$ cat src/rtl/ppf_pkg.sv
package ppf_pkg;

  typedef enum logic {
    DIR_FWD = 1'b0,
    DIR_REV = 1'b1
  } dir_e;

  typedef struct packed {
    dir_e       dir;
    logic       dma_en;
    logic       svc;
    logic       test;
    logic [4:0] thr;
  } ctl_t;

endpackage

$ cat src/rtl/ppf_store.sv
module ppf_store #(
  parameter int DEPTH = 16,
  parameter int EW    = 9,
  localparam int CNT_W = $clog2(DEPTH + 1),
  localparam int PTR_W = $clog2(DEPTH)
) (
  input  logic             clk,
  input  logic             rst_n,
  input  logic             flush,
  input  logic             push,
  input  logic             pop,
  input  logic [EW-1:0]    wdata,
  output logic [EW-1:0]    rdata,
  output logic [CNT_W-1:0] cnt,
  output logic             full,
  output logic             empty
);

  logic [EW-1:0]    mem [DEPTH];
  logic [PTR_W-1:0] wr_ptr, rd_ptr;

  function automatic logic [PTR_W-1:0] bump(input logic [PTR_W-1:0] p);
    return (p == PTR_W'(DEPTH - 1)) ? '0 : p + 1'b1;
  endfunction

  assign full  = (cnt == CNT_W'(DEPTH));
  assign empty = (cnt == '0);
  assign rdata = mem[rd_ptr];

  always_ff @(posedge clk) begin
    if (push && !flush) mem[wr_ptr] <= wdata;
  end

  always_ff @(posedge clk) begin
    if (!rst_n || flush) begin
      wr_ptr <= '0;
      rd_ptr <= '0;
      cnt    <= '0;
    end else begin
      if (push) wr_ptr <= bump(wr_ptr);
      if (pop)  rd_ptr <= bump(rd_ptr);
      case ({push, pop})
        2'b10:   cnt <= cnt + 1'b1;
        2'b01:   cnt <= cnt - 1'b1;
        default: cnt <= cnt;
      endcase
    end
  end

  AST_CNT_BOUND: assert property (@(posedge clk) disable iff (!rst_n)
    cnt <= CNT_W'(DEPTH));
  AST_PUSH_ROOM: assert property (@(posedge clk) disable iff (!rst_n)
    push |-> !full);
  AST_POP_DATA: assert property (@(posedge clk) disable iff (!rst_n)
    pop |-> !empty);
  AST_FLUSH_EMPTY: assert property (@(posedge clk) disable iff (!rst_n)
    flush |=> empty);

endmodule

$ cat src/rtl/ppf_ctl.sv
module ppf_ctl
  import ppf_pkg::*;
(
  input  logic clk,
  input  logic rst_n,
  input  logic ctl_wr,
  input  ctl_t ctl_in,
  input  logic tc,
  input  logic ovf_evt,
  input  logic udf_evt,
  output ctl_t ctl_q,
  output logic flush,
  output logic ovf,
  output logic udf
);

  assign flush = ctl_wr && (ctl_in.dir != ctl_q.dir);

  always_ff @(posedge clk) begin
    if (!rst_n) begin
      ctl_q <= '{dir: DIR_FWD, dma_en: 1'b0, svc: 1'b1, test: 1'b0, thr: 5'd0};
    end else begin
      if (ctl_wr) ctl_q <= ctl_in;
      if (tc && ctl_q.dma_en) ctl_q.svc <= 1'b1;
    end
  end

  always_ff @(posedge clk) begin
    if (!rst_n) begin
      ovf <= 1'b0;
      udf <= 1'b0;
    end else begin
      if (ctl_wr)  begin ovf <= 1'b0; udf <= 1'b0; end
      if (ovf_evt) ovf <= 1'b1;
      if (udf_evt) udf <= 1'b1;
    end
  end

  AST_TC_MASKS: assert property (@(posedge clk) disable iff (!rst_n)
    (tc && ctl_q.dma_en) |=> ctl_q.svc);

endmodule

$ cat src/rtl/ppf_req.sv
module ppf_req
  import ppf_pkg::*;
#(
  parameter int DEPTH = 16,
  parameter int THR_W = 5,
  localparam int CNT_W = $clog2(DEPTH + 1)
) (
  input  logic             clk,
  input  logic             rst_n,
  input  logic             flush,
  input  logic [CNT_W-1:0] cnt,
  input  dir_e             dir,
  input  logic [THR_W-1:0] thr,
  input  logic             svc,
  input  logic             dma_en,
  output logic             irq,
  output logic             dma_req
);

  logic [CNT_W-1:0] thr_eff;
  logic             hit_pio, hit_dma;
  logic             irq_q, dreq_q;

  always_comb begin
    if (thr > THR_W'(DEPTH - 1)) thr_eff = CNT_W'(DEPTH - 1);
    else                         thr_eff = CNT_W'(thr);
  end

  always_comb begin
    if (dir == DIR_REV) begin
      hit_pio = (cnt >= (CNT_W'(DEPTH) - thr_eff));
      hit_dma = (cnt != '0);
    end else begin
      hit_pio = (cnt <= thr_eff);
      hit_dma = (cnt != CNT_W'(DEPTH));
    end
  end

  always_ff @(posedge clk) begin
    if (!rst_n || flush) begin
      irq_q  <= 1'b0;
      dreq_q <= 1'b0;
    end else begin
      irq_q  <= hit_pio;
      dreq_q <= hit_dma;
    end
  end

  assign irq     = irq_q && !svc && !dma_en;
  assign dma_req = dreq_q && dma_en && !svc;

  AST_FLUSH_QUIET: assert property (@(posedge clk) disable iff (!rst_n)
    flush |=> (!irq && !dma_req));
  AST_ONE_REQ: assert property (@(posedge clk) disable iff (!rst_n)
    !(irq && dma_req));

endmodule

$ cat src/rtl/ppfifo_service.sv
module ppfifo_service
  import ppf_pkg::*;
#(
  parameter int          DEPTH     = 16,
  parameter int          DW        = 8,
  parameter int          AW        = 11,
  parameter int          THR_W     = 5,
  parameter logic [10:0] DFIFO_OFS = 11'h400,
  parameter logic [10:0] AFIFO_OFS = 11'h000
) (
  input  logic          clk,
  input  logic          rst_n,
  input  logic          host_wr,
  input  logic          host_rd,
  input  logic [AW-1:0] host_addr,
  input  logic [DW-1:0] host_wdata,
  output logic [DW-1:0] host_rdata,
  input  logic          ctl_wr,
  input  logic          ctl_dir,
  input  logic          ctl_dma_en,
  input  logic          ctl_svc,
  input  logic          ctl_test,
  input  logic [THR_W-1:0] ctl_thr,
  input  logic          dma_tc,
  input  logic          pin_valid,
  output logic          pin_ready,
  input  logic [DW-1:0] pin_data,
  output logic          pout_valid,
  input  logic          pout_ready,
  output logic [DW-1:0] pout_data,
  output logic          pout_cmd,
  output logic          irq,
  output logic          dma_req,
  output logic          fifo_full,
  output logic          fifo_empty,
  output logic          ovf_flag,
  output logic          udf_flag
);

  localparam int EW    = DW + 1;
  localparam int CNT_W = $clog2(DEPTH + 1);

  ctl_t             ctl_in, ctl_q;
  logic             flush;
  logic [EW-1:0]    wr_entry, head;
  logic [CNT_W-1:0] cnt;
  logic             at_data, at_addr;
  logic             wr_try, rd_try, push, pop;
  logic             fwd, rev;

  assign ctl_in = '{dir: dir_e'(ctl_dir), dma_en: ctl_dma_en, svc: ctl_svc,
                    test: ctl_test, thr: ctl_thr};

  assign fwd     = (ctl_q.dir == DIR_FWD) && !ctl_q.test;
  assign rev     = (ctl_q.dir == DIR_REV) && !ctl_q.test;
  assign at_data = (host_addr == AW'(DFIFO_OFS));
  assign at_addr = (host_addr == AW'(AFIFO_OFS));

  assign wr_try = host_wr && ((fwd && (at_data || at_addr)) || (ctl_q.test && at_data));
  assign rd_try = host_rd && at_data && (rev || ctl_q.test);

  assign pin_ready  = rev && !fifo_full && !flush;
  assign pout_valid = fwd && !fifo_empty && !flush;

  assign push = !flush && ((wr_try && !fifo_full) || (pin_valid && pin_ready));
  assign pop  = !flush && ((rd_try && !fifo_empty) || (pout_valid && pout_ready));

  always_comb begin
    if (rev) wr_entry = {1'b0, pin_data};
    else     wr_entry = {(fwd && at_addr), host_wdata};
  end

  assign host_rdata = head[DW-1:0];
  assign pout_data  = head[DW-1:0];
  assign pout_cmd   = head[EW-1];

  ppf_ctl u_ctl (
    .clk     (clk),
    .rst_n   (rst_n),
    .ctl_wr  (ctl_wr),
    .ctl_in  (ctl_in),
    .tc      (dma_tc),
    .ovf_evt (wr_try && fifo_full && !flush),
    .udf_evt (rd_try && fifo_empty && !flush),
    .ctl_q   (ctl_q),
    .flush   (flush),
    .ovf     (ovf_flag),
    .udf     (udf_flag)
  );

  ppf_store #(.DEPTH(DEPTH), .EW(EW)) u_store (
    .clk   (clk),
    .rst_n (rst_n),
    .flush (flush),
    .push  (push),
    .pop   (pop),
    .wdata (wr_entry),
    .rdata (head),
    .cnt   (cnt),
    .full  (fifo_full),
    .empty (fifo_empty)
  );

  ppf_req #(.DEPTH(DEPTH), .THR_W(THR_W)) u_req (
    .clk     (clk),
    .rst_n   (rst_n),
    .flush   (flush),
    .cnt     (cnt),
    .dir     (ctl_q.dir),
    .thr     (ctl_q.thr),
    .svc     (ctl_q.svc),
    .dma_en  (ctl_q.dma_en),
    .irq     (irq),
    .dma_req (dma_req)
  );

  AST_PIN_ROOM: assert property (@(posedge clk) disable iff (!rst_n)
    pin_ready |-> !fifo_full);
  AST_TC_DROP: assert property (@(posedge clk) disable iff (!rst_n)
    (dma_tc && ctl_q.dma_en && !ctl_wr) |=> !dma_req);
  AST_IDLE_TEST: assert property (@(posedge clk) disable iff (!rst_n)
    ctl_q.test |-> (!pin_ready && !pout_valid));

endmodule

$ cat config.mk
export PLATFORM = sky130hd
export DESIGN_NAME = ppfifo_service
export DESIGN_NICKNAME = d
export VERILOG_FILES = /design/src/rtl/ppf_pkg.sv /design/src/rtl/ppf_store.sv /design/src/rtl/ppf_ctl.sv /design/src/rtl/ppf_req.sv /design/src/rtl/ppfifo_service.sv
export SDC_FILE = /design/constraint.sdc
export NUM_CORES = 1
export LEC_CHECK = 0
export ABC_AREA = 1
export BUFFER_PORTS_ARGS = -buffer_cell sky130_fd_sc_hd__buf_2
export CORE_ASPECT_RATIO = 1.1
export CORE_MARGIN = 5
export CORE_UTILIZATION = 50
export DETAILED_ROUTE_END_ITERATION = 10
export PLACE_DENSITY_LB_ADDON = 0.15
export SYNTH_ARGS = -nofsm -noshare
export SYNTH_HDL_FRONTEND = slang
export SYNTH_HIERARCHICAL = 1
export SYNTH_SLANG_ARGS = --single-unit
$ cat constraint.sdc
create_clock -name clk -period 4.75 [get_ports clk]
set_input_delay 0.475 -clock clk [delete_from_list [all_inputs] [get_ports clk]]
set_output_delay 0.475 -clock clk [all_outputs]
set_load 0.05 [all_outputs]
==> run_results.csv <==
group,metric,value,unit
drt,drt_first_pass_iters,5,
placement,post-dp-hpwl,11600,um
synthesis,synth-edff-count,144,
setup_path,crit_type,"reg -> out",
sta,finalCriticalPeriod,3.36,ns
synthesis,synth_commonest_cells,"edfxtp_1, nand2_1, inv_1",
layout,layout-drive-gt1-share,16.2,%
sta,hold_viol,0,
min_path,hp-class,"in -> reg",
clock_tree,worstSkewPairLatency,0.43,ns
clock_tree,cts_tree,"yes",
layout,diodes,0,
drt,vias_per_cell,5.26,
drt,postRouteAntennaNets,0,
synthesis,yosys.area.top_type,"edfxtp_1",
sta,rsz0062_at_grt,"no",
drt,routed_wl,17400,um
synthesis,postSynthCellCount,782,
placement,place.gp.congestion,0.831,
setup_path,critPathRequiredTime,4.28,ns
clock_tree,cts-resized-gates,0,
synthesis,synthArstFlopShare,0,%
die,rows,48,
placement,placedCellCount,1013,
synthesis,syn_area,8090,um2
synthesis,synth_most_common_cell,"edfxtp_1",
drt,drt_iter0_markers,528,
sta,clock_skew,0.00632,ns
synthesis,ys_types,41,
synthesis,ys.flop_type,"edfxtp_1",
sta,fin_crit_sh,70.7,%
global_routing,grt_use_total,18.8,%
synthesis,synth_seq_cells,174,
die,die_w,131,um
power,cellPowerDensity,364,nW/um2
setup_path,start_kind,"flip-flop",
die,die_h,143,um
clock_tree,cts_hold_buf,0,
synthesis,synth_top_area_share,53.5,%
clock_tree,clock_path_buffers,2,
sta,worst_pin_slew,1.15,ns
die,start_util,51.2,%
sta,finalMaxSlewViolations,0,
synthesis,ys_top_cells_by_area,"edfxtp_1, dfxtp_1, nand2_1",
layout,fin_nets,895,
layout,area_growth,10.6,%
global_routing,grt_max_degree,114,
global_routing,antenna_found_initial,0,
die,io_pins,69,
job,max_cap_viol_count,0,
die,die_area,18800,um2
setup_path,cp.arrival,2.88,ns
setup_path,path_max_fanout,19,
synthesis,syn_avg_cell_area,10.3,um2
placement,port_buffers,68,
layout,final_cell_count_no_fill,1045,
power,peakVddDrop,0.000200,V
clock_tree,cts.clk_slew.worst_paths,0.06,ns
power,power.leakage,0.00349,uW
clock_tree,cts.sinks,174,
drt,drc_errors,0,
clock_tree,htreeDepth,4,
sta,max_slew_margin,23.4,%
status,status,"complete, no violations",
sta,setup_tns,0,ns
drt,dr_total_vias,5493,
global_routing,grt_pass1_vias,5227,
global_routing,grt_pass1_wl,27600,um
global_routing,overflow,0,
layout,nFillCells,1364,
drt,wire_per_inst,16.6,um
clock_tree,root_buffer,"clkbuf_16",
synthesis,ys_seq_area_share,60.9,%
setup_path,cp-end-kind,"output port",
synthesis,synth_warnings,6,
sta,fmax,0.298,GHz
clock_tree,postCtsSetupBuffers,0,
clock_tree,cts_buffers,17,
die,core-area,15800,um2
sta,setup_viol,0,
synthesis,synth_nets,845,
## routing by layer
metal	vias to the layer above	routed length [um]	track usage [%]
met2	134	8690	32.4
li1	2743	-	-
met4	0	470	7.17
met3	32	842	4.03
met1	2584	7390	23.5
met5	-	0	0
## report_power, final
| part | leakage [uW] | internal (uW) | switching [uW] |
|---|---|---|---|
| clock | 0.000241 | 667 | 564 |
| sequential | 0.00153 | 1680 | 31.8 |
| combinational | 0.00172 | 91.7 | 225 |
| total | 0.00349 | 2440 | 821 |
## final cells by class
class	count	area (um2)	share of cell area, %
sequential	174	4930	55.1
multi-input combinational	450	2430	27.2
inverter	118	443	4.95
clock buffer	19	433	4.84
timing repair buffer	71	363	4.06
tap	200	250	2.80
clock inverter	13	93.8	1.05
## kinds of logic after synthesis
family / share of synthesized area (%)
flops: 60.9
other cells: 0.0464
buf+inv: 9.01
xor+xnor: 0.542
compound gates: 11.2
simple gates: 15.3
fa+ha+maj: 2.94
## per-stage QoR
step | hold WS [ns] | power, uW | area (um2) | util [%] | worst slack (ns)
final | 0.273 | 3260 | 8940 | 56.6 | 1.39
after global routing | 0.264 | 3390 | 8940 | 56.6 | 1.18
after CTS | 0.258 | 3290 | 8940 | 56.6 | 1.34
after detailed placement | 0.469 | 2060 | 8420 | 53.3 | 1.60
after global placement | 0.465 | 2050 | 8420 | 53.3 | 1.75
after floorplan | 0.453 | 1980 | 8090 | - | 1.52
## worst paths after layout
path | from | to | slack, ns | depth (start not counted)
hold / removal | ctl_thr[0] | u_ctl/ctl_q[0] | 0.27 | 3
setup / recovery | flip-flop | host_rdata[6] | 1.39 | 5
setup reg to reg | u_ctl/ctl_q[8] | u_store/mem[2][6] | 1.77 | 8
hold reg to reg | u_ctl/ovf | u_ctl/ovf | 0.48 | 2
## layout by cell type (no fill, tap or decap), types with 12 or more instances in the layout
master	synthesis	layout
o21ai_1	12	12
nor2_1	63	63
nand2_1	124	124
dfxtp_1	30	28
buf_2	15	68
a21oi_1	51	51
edfxtp_1	144	144
inv_1	113	113
o21ai_0	40	40
o211ai_1	18	18
nand3_1	70	70
o211ai_2	18	18
ha_1	19	19
clkbuf_16	0	17
## registers in the layout, summed over array words and instances, names as in the netlist, named ones only
signal,cells
u_ctl/ovf,1
u_ctl/udf,1
u_store/mem,144
u_req/irq_q,1
u_store/rd_ptr,4
u_ctl/ctl_q,9
u_store/wr_ptr,4
u_store/cnt,5
u_req/dreq_q,1
## worst max-delay path, stage by stage, from the launching register on
cell      delay (ns)
dfxtp_1         0.84
clkinv_1        0.78
nand3_1         0.29
nand3_1         0.15
nand2_1         0.13
buf_2           0.27
Power figures use the tool's default switching activity.
